## config.mk

```make
export PLATFORM = sky130hd
export DESIGN_NAME = uart_vote_rx
export DESIGN_NICKNAME = d
export VERILOG_FILES = /design/src/rtl/uart_vote_rx_pkg.sv /design/src/rtl/uart_vote_rx_ctrl.sv /design/src/rtl/uart_vote_rx_dp.sv /design/src/rtl/uart_vote_rx.sv
export SDC_FILE = /design/constraint.sdc
export NUM_CORES = 1
export LEC_CHECK = 0
export BUFFER_PORTS_ARGS = -buffer_cell sky130_fd_sc_hd__buf_2
export CAP_MARGIN = 15
export CORE_MARGIN = 2
export CORE_UTILIZATION = 56
export DETAILED_ROUTE_END_ITERATION = 10
export PLACE_DENSITY = 0.77
export SLEW_MARGIN = 0
export SYNTH_ARGS = -nofsm -noshare
export SYNTH_HDL_FRONTEND = slang
export SYNTH_SLANG_ARGS = --single-unit
```

## constraint.sdc

```tcl
create_clock -name clk -period 2.35 [get_ports clk]
set_clock_uncertainty 0.1 [all_clocks]
set_input_delay 0.1175 -clock clk [delete_from_list [all_inputs] [get_ports clk]]
set_output_delay 0.1175 -clock clk [all_outputs]
set_load 0.1 [all_outputs]
```

## src/rtl/uart_vote_rx_pkg.sv

```systemverilog
package uart_vote_rx_pkg;

  // Control-to-datapath strobes, all qualified by the tick
  typedef struct packed {
    logic takeSample;   // shift the synchronized line into the vote samples
    logic shiftIn;      // push the voted bit into the frame register
    logic capture;      // stop bit voted: publish the character
  } rx_strobe_t;

  typedef enum logic {
    RX_IDLE = 1'b0,
    RX_RECV = 1'b1
  } rx_state_t;

endpackage

```

## src/rtl/uart_vote_rx_ctrl.sv

```systemverilog
module uart_vote_rx_ctrl
  import uart_vote_rx_pkg::*;
#(
  parameter int OVS          = 8,
  parameter int FRAME_DATA   = 9,
  parameter int SAMPLE_FIRST = 3
) (
  input  logic       clk,
  input  logic       rstN,
  input  logic       tick,
  input  logic       lineS,
  input  logic       vote,
  output rx_strobe_t strobe
);

  localparam int PHASE_W = $clog2(OVS);
  localparam int BIT_W   = $clog2(FRAME_DATA + 2);
  localparam logic [PHASE_W-1:0] SAMP_A     = PHASE_W'(SAMPLE_FIRST);
  localparam logic [PHASE_W-1:0] SAMP_B     = PHASE_W'(SAMPLE_FIRST + 1);
  localparam logic [PHASE_W-1:0] VOTE_PHASE = PHASE_W'(SAMPLE_FIRST + 2);
  localparam logic [PHASE_W-1:0] LAST_PHASE = PHASE_W'(OVS - 1);
  localparam logic [BIT_W-1:0]   START_IDX  = '0;
  localparam logic [BIT_W-1:0]   FIRST_DATA = BIT_W'(1);
  localparam logic [BIT_W-1:0]   LAST_DATA  = BIT_W'(FRAME_DATA);
  localparam logic [BIT_W-1:0]   STOP_IDX   = BIT_W'(FRAME_DATA + 1);

  rx_state_t          state;
  logic [PHASE_W-1:0] phase;
  logic [BIT_W-1:0]   bitIdx;
  logic               prevHigh;

  logic recvTick;
  logic atVote;
  assign recvTick = tick && (state == RX_RECV);
  assign atVote   = recvTick && (phase == VOTE_PHASE);

  always_comb begin
    strobe.takeSample = recvTick && ((phase == SAMP_A) || (phase == SAMP_B));
    strobe.shiftIn    = atVote && (bitIdx >= FIRST_DATA) && (bitIdx <= LAST_DATA);
    strobe.capture    = atVote && (bitIdx == STOP_IDX);
  end

  always_ff @(posedge clk or negedge rstN) begin
    if (!rstN) begin
      state    <= RX_IDLE;
      phase    <= '0;
      bitIdx   <= '0;
      prevHigh <= 1'b0;
    end else if (tick) begin
      case (state)
        RX_IDLE: begin
          if (prevHigh && !lineS) begin
            state  <= RX_RECV;
            phase  <= PHASE_W'(1);
            bitIdx <= START_IDX;
          end else begin
            prevHigh <= lineS;
          end
        end
        default: begin
          if ((phase == VOTE_PHASE) && (bitIdx == START_IDX) && vote) begin
            state    <= RX_IDLE;          // false start
            prevHigh <= 1'b1;
          end else if ((phase == VOTE_PHASE) && (bitIdx == STOP_IDX)) begin
            state    <= RX_IDLE;          // re-arm inside the stop bit
            prevHigh <= vote;
          end else begin
            if (phase == LAST_PHASE) begin
              phase  <= '0;
              bitIdx <= bitIdx + BIT_W'(1);
            end else begin
              phase <= phase + PHASE_W'(1);
            end
          end
        end
      endcase
    end
  end

endmodule

```

## src/rtl/uart_vote_rx_dp.sv

```systemverilog
module uart_vote_rx_dp
  import uart_vote_rx_pkg::*;
#(
  parameter int DATA_W      = 8,
  parameter int SYNC_STAGES = 2
) (
  input  logic              clk,
  input  logic              rstN,
  input  logic              rxLine,
  input  rx_strobe_t        strobe,
  input  logic              doneClr,
  input  logic              bit9Wr,
  input  logic              bit9WrVal,
  output logic              lineS,
  output logic              vote,
  output logic [DATA_W-1:0] rxData,
  output logic              bit9,
  output logic              rxDone,
  output logic              frameErr
);

  localparam int FRAME_DATA = DATA_W + 1;

  logic [SYNC_STAGES-1:0] syncQ;
  logic                   sampA;
  logic                   sampB;
  logic [FRAME_DATA-1:0]  frameSr;

  always_ff @(posedge clk or negedge rstN) begin
    if (!rstN) syncQ <= '1;
    else       syncQ <= {syncQ[SYNC_STAGES-2:0], rxLine};
  end
  assign lineS = syncQ[SYNC_STAGES-1];

  // two stored samples plus the live one form the vote
  assign vote = (sampA & sampB) | (sampA & lineS) | (sampB & lineS);

  always_ff @(posedge clk or negedge rstN) begin
    if (!rstN) begin
      sampA <= 1'b1;
      sampB <= 1'b1;
    end else if (strobe.takeSample) begin
      sampB <= sampA;
      sampA <= lineS;
    end
  end

  always_ff @(posedge clk or negedge rstN) begin
    if (!rstN)               frameSr <= '0;
    else if (strobe.shiftIn) frameSr <= {vote, frameSr[FRAME_DATA-1:1]};
  end

  always_ff @(posedge clk or negedge rstN) begin
    if (!rstN) begin
      rxData   <= '0;
      bit9     <= 1'b0;
      rxDone   <= 1'b0;
      frameErr <= 1'b0;
    end else begin
      if (strobe.capture) begin
        rxData   <= frameSr[DATA_W-1:0];
        bit9     <= frameSr[FRAME_DATA-1];
        rxDone   <= 1'b1;
        frameErr <= ~vote;
      end else begin
        if (bit9Wr) bit9 <= bit9WrVal;
        if (doneClr) begin
          rxDone   <= 1'b0;
          frameErr <= 1'b0;
        end
      end
    end
  end

endmodule

```

## src/rtl/uart_vote_rx.sv

```systemverilog
module uart_vote_rx
  import uart_vote_rx_pkg::*;
#(
  parameter int DATA_W       = 8,
  parameter int OVS          = 8,
  parameter int SAMPLE_FIRST = 3,
  parameter int SYNC_STAGES  = 2
) (
  input  logic              clk,
  input  logic              rstN,
  input  logic              tick,
  input  logic              rxLine,
  input  logic              doneClr,
  input  logic              bit9Wr,
  input  logic              bit9WrVal,
  output logic [DATA_W-1:0] rxData,
  output logic              bit9,
  output logic              rxDone,
  output logic              frameErr
);

  localparam int FRAME_DATA = DATA_W + 1;

  rx_strobe_t ctlStrobe;
  logic       lineS;
  logic       vote;

  uart_vote_rx_ctrl #(
    .OVS(OVS), .FRAME_DATA(FRAME_DATA), .SAMPLE_FIRST(SAMPLE_FIRST)
  ) u_ctrl (
    .clk(clk), .rstN(rstN), .tick(tick), .lineS(lineS), .vote(vote),
    .strobe(ctlStrobe)
  );

  uart_vote_rx_dp #(
    .DATA_W(DATA_W), .SYNC_STAGES(SYNC_STAGES)
  ) u_dp (
    .clk(clk), .rstN(rstN), .rxLine(rxLine), .strobe(ctlStrobe),
    .doneClr(doneClr), .bit9Wr(bit9Wr), .bit9WrVal(bit9WrVal),
    .lineS(lineS), .vote(vote), .rxData(rxData), .bit9(bit9),
    .rxDone(rxDone), .frameErr(frameErr)
  );

endmodule

```

==> results of run 1 <==
==> flip-flops by register name (all words and copies together), names as in the netlist <==
| name | cells |
|---|---|
| u_dp.sampB | 1 |
| u_dp.syncQ | 2 |
| u_dp.frameErr | 1 |
| u_dp.rxDone | 1 |
| u_ctrl.prevHigh | 1 |
| u_dp.rxData | 8 |
| u_ctrl.phase | 3 |
| u_ctrl.bitIdx | 4 |
| u_dp.sampA | 1 |
| u_dp.frameSr | 9 |
| u_dp.bit9 | 1 |
| u_ctrl.state | 1 |
==> layout by cell type (no fill, tap or decap), types with 2 or more instances in the layout <==
master and count:
dfrtp_1 29, mux2_2 21, buf_2 17, ha_1 9, inv_1 7, nand2_1 7, dlygate4sd3_1 6, o21ai_0 5
o31ai_1 5, clkbuf_4 5, mux2i_1 4, dfstp_2 4, nand3_1 3, nand4_1 2, nand2b_1 2, o21ai_1 2
buf_4 2
==> worst max path at each step <==
stage                     start                to  cells after the start
2_1_floorplan  u_ctrl.bitIdx[0]   u_ctrl.phase[0]                      8
3_3_place_gp   u_ctrl.bitIdx[0]   u_ctrl.phase[0]                      6
3_5_place_dp   u_ctrl.bitIdx[0]   u_ctrl.phase[0]                      6
4_1_cts        u_ctrl.bitIdx[0]   u_ctrl.phase[0]                      6
5_1_grt        u_ctrl.bitIdx[0]  u_ctrl.bitIdx[2]                      6
6_report       u_ctrl.bitIdx[0]   u_ctrl.phase[0]                      6
==> power breakdown <==
group | leakage [nW] | switching, mW | total (mW) | internal, mW
registers | 0.429 | 0.123 | 0.796 | 0.673
logic | 0.438 | 0.217 | 0.427 | 0.210
clock network | 0.0455 | 0.193 | 0.447 | 0.254
total | 0.912 | 0.533 | 1.67 | 1.14
==> final cells by class <==
type                            count  area, sq um
Inverter                            7         26.3
Tap cell                           31         38.8
Clock inverter                      1         30.0
Sequential cell                    33          831
Timing Repair Buffer               25          160
Multi-Input combinational cell     78          679
Clock buffer                        7         55.1
Fill cell                         212          890
==> cell families (layout without fill, tap and decap cells) <==
group | after synthesis | after routing | synth area share (%)
compound gates | 19 | 19 | 8.39
fa+ha+maj | 10 | 10 | 7.91
buf+inv | 12 | 40 | 3.84
flops | 33 | 33 | 53.1
mux | 26 | 26 | 18.6
simple gates | 23 | 23 | 8.15
==> repair_timing <==
item / 4_1_cts / 5_1_grt
resized for setup: 0 / 1
setup endpoints to repair: 0 / 1
setup buffers: 0 / 0
endpoints found under the hold margin: 34 / 0
hold buffers: 6 / 0
==> metrics by stage <==
step	hold slack (ns)	instance area, sq um	total power, mW	setup WS (ns)	util (%)
2_1_floorplan	-0.278	1570	1.11	0.272	-
5_1_grt	0.266	1820	1.79	0.0434	67.2
3_5_place_dp	0.113	1670	1.22	0.180	61.6
6_report	0.243	1820	1.67	0.227	67.2
3_3_place_gp	0.101	1670	1.19	0.237	61.6
4_1_cts	0.263	1820	1.67	0.162	67.0
==> worst register-to-register path, cell delays in order (launching register included) <==
cell     delay (ns)
dfrtp_1        0.46
inv_1          0.12
ha_1           0.20
nor3b_1        0.13
and3b_1        0.26
or3_4          0.45
mux2_4         0.31
==> routing by layer <==
metal	vias to the layer above	track usage [%]	wire length, um
met3	8	7.37	141
met2	21	29.6	1250
met4	0	7.31	51
met5	-	0	0
li1	493	-	-
met1	495	25.8	1210
==> results.md, run 1 <==
* Status: complete, no violations
* Gr usage total at 19.6%
* First-pass GRT wire length at 4690 um
* Post-Syn Nets at 139
* # DRC at 0
* Final Max Slew Viols at 0
* Placed insts at 168
* Final RePlAce weighted congestion at 0.821
* WL final at 2660 um
* Top-count cell post-synth: dfrtp_1
* Clock sink count at 33
* CP Cell Sequence: inv_1 -> ha_1 -> nor3b_1 -> and3b_1 -> or3_4 -> mux2_4
* Worst rel slew slack at 53.4%
* DPL Wire Length at 1750 um
* Register bit total from synthesis at 33
* Required @ worst endpoint at 2.48 ns
* Drt wl/cell at 14.6 um
* Initial drt markers at 32
* CP peak stage delay at 0.46 ns
* Grt ovf at 0
* Max cap viols at 0
* Effective utilization at floorplan at 57.8%
* Worst Hold Class: primary input to asynchronous set/reset pin
* Yosys top cell by area: dfrtp_1
* DIE HEIGHT at 56.9 um
* Buffers & Inverters on Critical Path at 1
* Crit-path leading delay family: simple AND/OR/NAND/NOR gates
* Unrepaired setup endpoints after global routing: no
* Total CTS buffers at 5
* Mapped cell area at 1570 sq um
* Via count at 1017
* Cells after Synth at 123
* CP max-delay cell: dfrtp_1
* Worst slew pin tran at 0.699 ns
* Clk_lat worst skew at 0.34 ns
* Worst setup path category: flip-flop to flip-flop
* Fin crit period at 2.12 ns
* Top cell type's share of synthesized area at 46.4%
* Antenna viol nets, final at 0
* Fmax at 471 MHz
* Finished Layout Cells at 182
* Initial antenna violation count at 0
* Pre-antenna DRT Iters at 4
* Root Driver: clkbuf_4
* R2R Setup Slk at 0.23 ns
* Yosys synthesis warning count at 0
* Main area contributors after synthesis: dfrtp_1, mux2_2, ha_1
* Setup TNS after final layout at 0 ns
* Post-synth ARST share at 100%
* Startpoint types: flip-flop
* Leak Pwr at 0.912 nW
* PwrDens at 917 nW/um^2
* I/O Pins at 18
* Reg2reg end: u_ctrl.phase[0]
* Post-synth EDFFs at 0
* Largest net degree at the start of global routing at 34
* Die span in x at 56.9 um
* Port-buffer cells at 17
* Top FF cell, synth: dfrtp_1
* Cell count of the worst reg-to-reg path at 6
* Worst-path fanout max at 8
* Avg Cell Area, Syn at 12.7 sq um
* Diode count at 0
* CTS tree: built
* Arr. time, crit path at 2.25 ns
* Peak supply drop at 796 uV
* Final net count at 166
* Via density at 5.59
* Register clock-pin slew on the reported worst setup and hold paths at 0.11 ns
* Fraction of layout cells with a size suffix above 1 at 36.4%
* Most frequent cells after synthesis: dfrtp_1, mux2_2, ha_1
* Die area at 3230 sq um
* Layout area overhead at 16.3%
* Final period util at 90.3%
* Worst setup EP type: flip-flop
* Endpoints failing setup at 0
* Clk buf depth at 2
* Fin. Hold Viols at 0
* H-tree Lvls at 2
* CORE AREA at 2710 sq um
* Register area share after synthesis at 53.1%
* Core Rows at 19
* Reg-to-reg startpoint: u_ctrl.bitIdx[0]
* Synth unique cells at 32
* Vias in the first global route at 1028
No activity file was read; power rests on OpenSTA's default activity.
==> run 2, diff against run 1 <==
- BUFFER_PORTS_ARGS: -buffer_cell sky130_fd_sc_hd__buf_2 -> -buffer_cell sky130_fd_sc_hd__clkbuf_2
==> results.md, run 2 (synthesis gave the netlist of run 1 again) <==
* Hold_ws at 0.260 ns
* Fmax at 448 MHz
* Fillers at 210
* Worst setup path category: flip-flop to flip-flop
* First-pass GRT wire length at 4380 um
* Die area at 3230 sq um
* Worst setup EP type: flip-flop
* Final Max Slew Viols at 0
* WL final at 2560 um
* Regs by FF count: u_dp.frameSr: 9 flops, u_dp.rxData: 8 flops, u_ctrl.bitIdx: 4 flops
* Register clock-pin slew on the reported worst setup and hold paths at 0.10 ns
* R2R Setup Slk at 0.12 ns
* Worst slew pin tran at 0.770 ns
* CTS tree: built
* Grt ovf at 0
* Total CTS buffers at 5
* Initial antenna violation count at 0
* Clk_lat worst skew at 0.33 ns
* Required @ worst endpoint at 2.48 ns
* Final net count at 166
* Commonest non-fill, non-tap cell in the layout: dfrtp_1
* Max cap viols at 0
* Hold path startpoint: u_dp.syncQ[0]
* Reg2reg end: u_ctrl.phase[0]
* Commonest cells after routing, fill and taps aside: dfrtp_1, mux2_2, clkbuf_2
* Vias in the first global route at 1010
* Worst rel slew slack at 48.6%
* Fin. Hold Viols at 0
* Flip-flop count of the largest register after layout at 9
* Core Rows at 19
* Clk buf depth at 2
* DIE HEIGHT at 56.9 um
* Gr usage total at 18.0%
* Hold Path Depth at 0
* Setup bufs post-CTS at 0
* Final RePlAce weighted congestion at 0.813
* H-tree Lvls at 2
* Worst Hold Class: flip-flop to flip-flop
* Endpoints failing setup at 0
* Arr. time, crit path at 2.36 ns
* Port-buffer cells at 17
* Dpl cell area at 1670 sq um
* Drt wl/cell at 14.1 um
* Placed insts at 168
* Antenna viol nets, final at 0
* Pre-antenna DRT Iters at 4
* Pre-CTS WS at 0.187 ns
* Setup ws final at 0.120 ns
* Fraction of layout cells with a size suffix above 1 at 36.4%
* Unrepaired setup endpoints after global routing: no
* Die span in x at 56.9 um
* Biggest register: u_dp.frameSr
* Via density at 5.52
* Clock sink count at 33
* Via count at 1005
* Leak Pwr at 0.889 nW
* Startpoint types: flip-flop
* CTS resizes at 0
* DPL Wire Length at 1800 um
* # DRC at 0
* Design Area, Final at 1790 sq um
* Worst-path fanout max at 8
* Critical path origin: u_ctrl.bitIdx[0]
* Diode count at 0
* Setup TNS after final layout at 0 ns
* Final period util at 94.9%
* Effective utilization at floorplan at 57.8%
* Reg-to-reg startpoint: u_ctrl.bitIdx[0]
* Cell count of the worst reg-to-reg path at 6
* Status: complete, no violations
* Root Driver: clkbuf_4
* I/O Pins at 18
* Layout area overhead at 14.1%
* Peak supply drop at 657 uV
* PwrDens at 852 nW/um^2
* Hold EP: u_dp.syncQ[1]
* Fin crit period at 2.23 ns
* Finished Layout Cells at 182
* CORE AREA at 2710 sq um
* Largest net degree at the start of global routing at 34
* Initial drt markers at 17
run 2: per-layer routing:
metal  wire, um  vias to the layer above  share of wire, %  global-route usage (%)
met2       1220                       25                47                    27.9
met3        120                        4               4.7                    6.22
met1       1210                      481                47                    23.4
met4         14                        0              0.55                    6.64
li1           -                      495                 -                       -
met5          0                        -                 0                       0
run 2: worst max-delay path, stage by stage (launching register included):
cell	delay [ns]
dfrtp_1	0.47
inv_1	0.11
ha_1	0.21
nor3b_1	0.13
and3b_1	0.25
or3_1	0.52
mux2_4	0.34
run 2: what timing repair did:
item / CTS / global route
endpoints found under the setup margin: 0 / 0
hold endpoints to repair: 34 / 0
hold buffers: 6 / 0
run 2: worst max path at each step:
stage                      endpoint  slack, ns
CTS                 u_ctrl.phase[0]       0.16
floorplan           u_ctrl.phase[0]       0.27
finish              u_ctrl.phase[0]       0.12
global route        u_ctrl.phase[0]       0.04
global placement    u_ctrl.phase[0]       0.24
detailed placement  u_ctrl.phase[0]       0.19
run 2: metrics by stage:
step / power [mW] / utilization (%)
finish: 1.52 / 65.9
global route: 1.62 / 65.9
CTS: 1.53 / 65.9
detailed placement: 1.22 / 61.6
global placement: 1.19 / 61.6
floorplan: 1.11 / -
run 2: area by class of cell:
class	instances	area [sq um]	share of cell area [%]
clock inverters	3	17.5	0.981
flip-flops and latches	33	831	46.5
inverters	7	26.3	1.47
multi-input cells	78	674	37.8
clock buffers	5	37.5	2.10
repair buffers	25	160	8.97
well taps	31	38.8	2.17
run 2: report_power, final:
group / internal [mW] / leakage [nW] / switching, mW
logic: 0.209 / 0.428 / 0.215
clock network: 0.113 / 0.0310 / 0.191
registers: 0.673 / 0.429 / 0.119
total: 0.995 / 0.889 / 0.526
==> run 3, diff against run 2 <==
- CORE_UTILIZATION: 56 -> 50
- CTS_CLUSTER_DIAMETER: default -> 40
- PLACE_DENSITY: 0.77 -> 0.7
==> results.md, run 3 (synthesis gave the netlist of run 1 again) <==
* Clk buf depth at 2
* Reg2reg end: u_ctrl.phase[0]
* Startpoint types: flip-flop
* Cell count of the worst reg-to-reg path at 6
* Max cap viols at 0
* CP Cell Sequence: inv_1 -> ha_1 -> nor3b_1 -> and3b_1 -> or3_1 -> mux2_4
* CTS tree: built
* Fillers at 233
* Design Area, Final at 1840 sq um
* Buffers & Inverters on Critical Path at 1
* R2R Setup Slk at 0.1 ns
* Fin. Hold Viols at 0
* Total CTS buffers at 5
* Register clock-pin slew on the reported worst setup and hold paths at 0.12 ns
* Clock sink count at 33
* Die area at 3590 sq um
* Leak Pwr at 0.913 nW
* Worst-path fanout max at 8
* Antenna viol nets, final at 0
* Commonest non-fill, non-tap cell in the layout: dfrtp_1
* Hold_ws at 0.279 ns
* Diode count at 0
* Dpl cell area at 1670 sq um
* WL final at 2810 um
* PwrDens at 954 nW/um^2
* Die span in x at 60.0 um
* Pre-antenna DRT Iters at 4
* CP peak stage delay at 0.52 ns
* Largest net degree at the start of global routing at 34
* Via density at 5.70
* Reg-to-reg startpoint: u_ctrl.bitIdx[0]
* Flip-flop count of the largest register after layout at 9
* Fmax at 444 MHz
* Regs by FF count: u_dp.frameSr: 9 flops, u_dp.rxData: 8 flops, u_ctrl.bitIdx: 4 flops
* DIE HEIGHT at 60.0 um
* Final period util at 95.9%
* H-tree Lvls at 2
* Worst setup EP type: flip-flop
* Vias in the first global route at 997
* Setup TNS after final layout at 0 ns
* Required @ worst endpoint at 2.50 ns
* Worst setup path category: flip-flop to flip-flop
* Drt wl/cell at 15.3 um
* Fin crit period at 2.25 ns
* Clk_lat worst skew at 0.35 ns
* Endpoints failing setup at 0
* Worst slew pin tran at 0.799 ns
* Port-buffer cells at 17
* Finished Layout Cells at 184
* First-pass GRT wire length at 4750 um
* Status: complete, no violations
* DPL Wire Length at 1910 um
* Layout area overhead at 17.3%
* Arr. time, crit path at 2.40 ns
* Core Rows at 20
* Crit-path leading delay family: simple AND/OR/NAND/NOR gates
* # DRC at 0
* Commonest cells after routing, fill and taps aside: dfrtp_1, mux2_2, clkbuf_2
* I/O Pins at 18
* Grt ovf at 0
* CORE AREA at 3000 sq um
* Final Max Slew Viols at 0
* Gr usage total at 18.6%
* Placed insts at 170
* Worst rel slew slack at 46.7%
* WP depth at 6
* CP max-delay cell: or3_1
* Effective utilization at floorplan at 52.1%
* Power after layout at 1.75 mW
* Biggest register: u_dp.frameSr
* Unrepaired setup endpoints after global routing: no
* Setup bufs post-CTS at 0
* Initial antenna violation count at 0
* Via count at 1049
* Peak supply drop at 705 uV
* Initial drt markers at 42
* Final net count at 166
* Worst Hold Class: primary input to asynchronous set/reset pin
* Fraction of layout cells with a size suffix above 1 at 36.4%
* Final RePlAce weighted congestion at 0.812
* Root Driver: clkbuf_4
-- run 3: metal layers --
metal,part of all wire [%],up-vias,wire length (um),GRT usage (%)
met5,0,-,0,0
met4,1.8,0,50,7.62
met3,3.4,6,95,5.84
met2,49,15,1380,27.5
met1,46,534,1290,25.6
li1,-,494,-,-
-- run 3: power by group --
part / internal, mW / switching [mW]
registers: 0.673 / 0.118
logic: 0.206 / 0.220
clock network: 0.329 / 0.205
-- run 3: cell type report --
cell class                 count  area (sq um)  area share (%)
timing repair buffer          25           160            8.73
inverter                       7          26.3            1.43
sequential                    33           831            45.3
tap                           33          41.3            2.25
clock buffer                   5          37.5            2.04
multi-input combinational     78           674            36.7
clock inverter                 3          65.1            3.54
-- run 3: worst max-delay path by stage --
stage | startpoint | end | slack [ns]
after floorplan | u_ctrl.bitIdx[0] | u_ctrl.phase[0] | 0.27
after global placement | u_ctrl.bitIdx[0] | u_ctrl.phase[0] | 0.24
after detailed placement | u_ctrl.bitIdx[0] | u_ctrl.phase[0] | 0.15
after CTS | u_ctrl.bitIdx[0] | u_ctrl.phase[0] | 0.12
after global routing | u_ctrl.bitIdx[0] | u_ctrl.bitIdx[2] | 0.01
final | u_ctrl.bitIdx[0] | u_ctrl.phase[0] | 0.1
-- run 3: repair_timing --
action,CTS,global route
hold endpoints to repair,34,0
gates resized for setup,0,0
hold buffers,6,0
-- run 3: through the flow --
step                setup slack [ns]  utilization (%)
floorplan                      0.272                -
global placement               0.240             55.7
detailed placement             0.146             55.7
CTS                            0.117             61.1
global route                  0.0134             61.1
finish                        0.0961             61.1
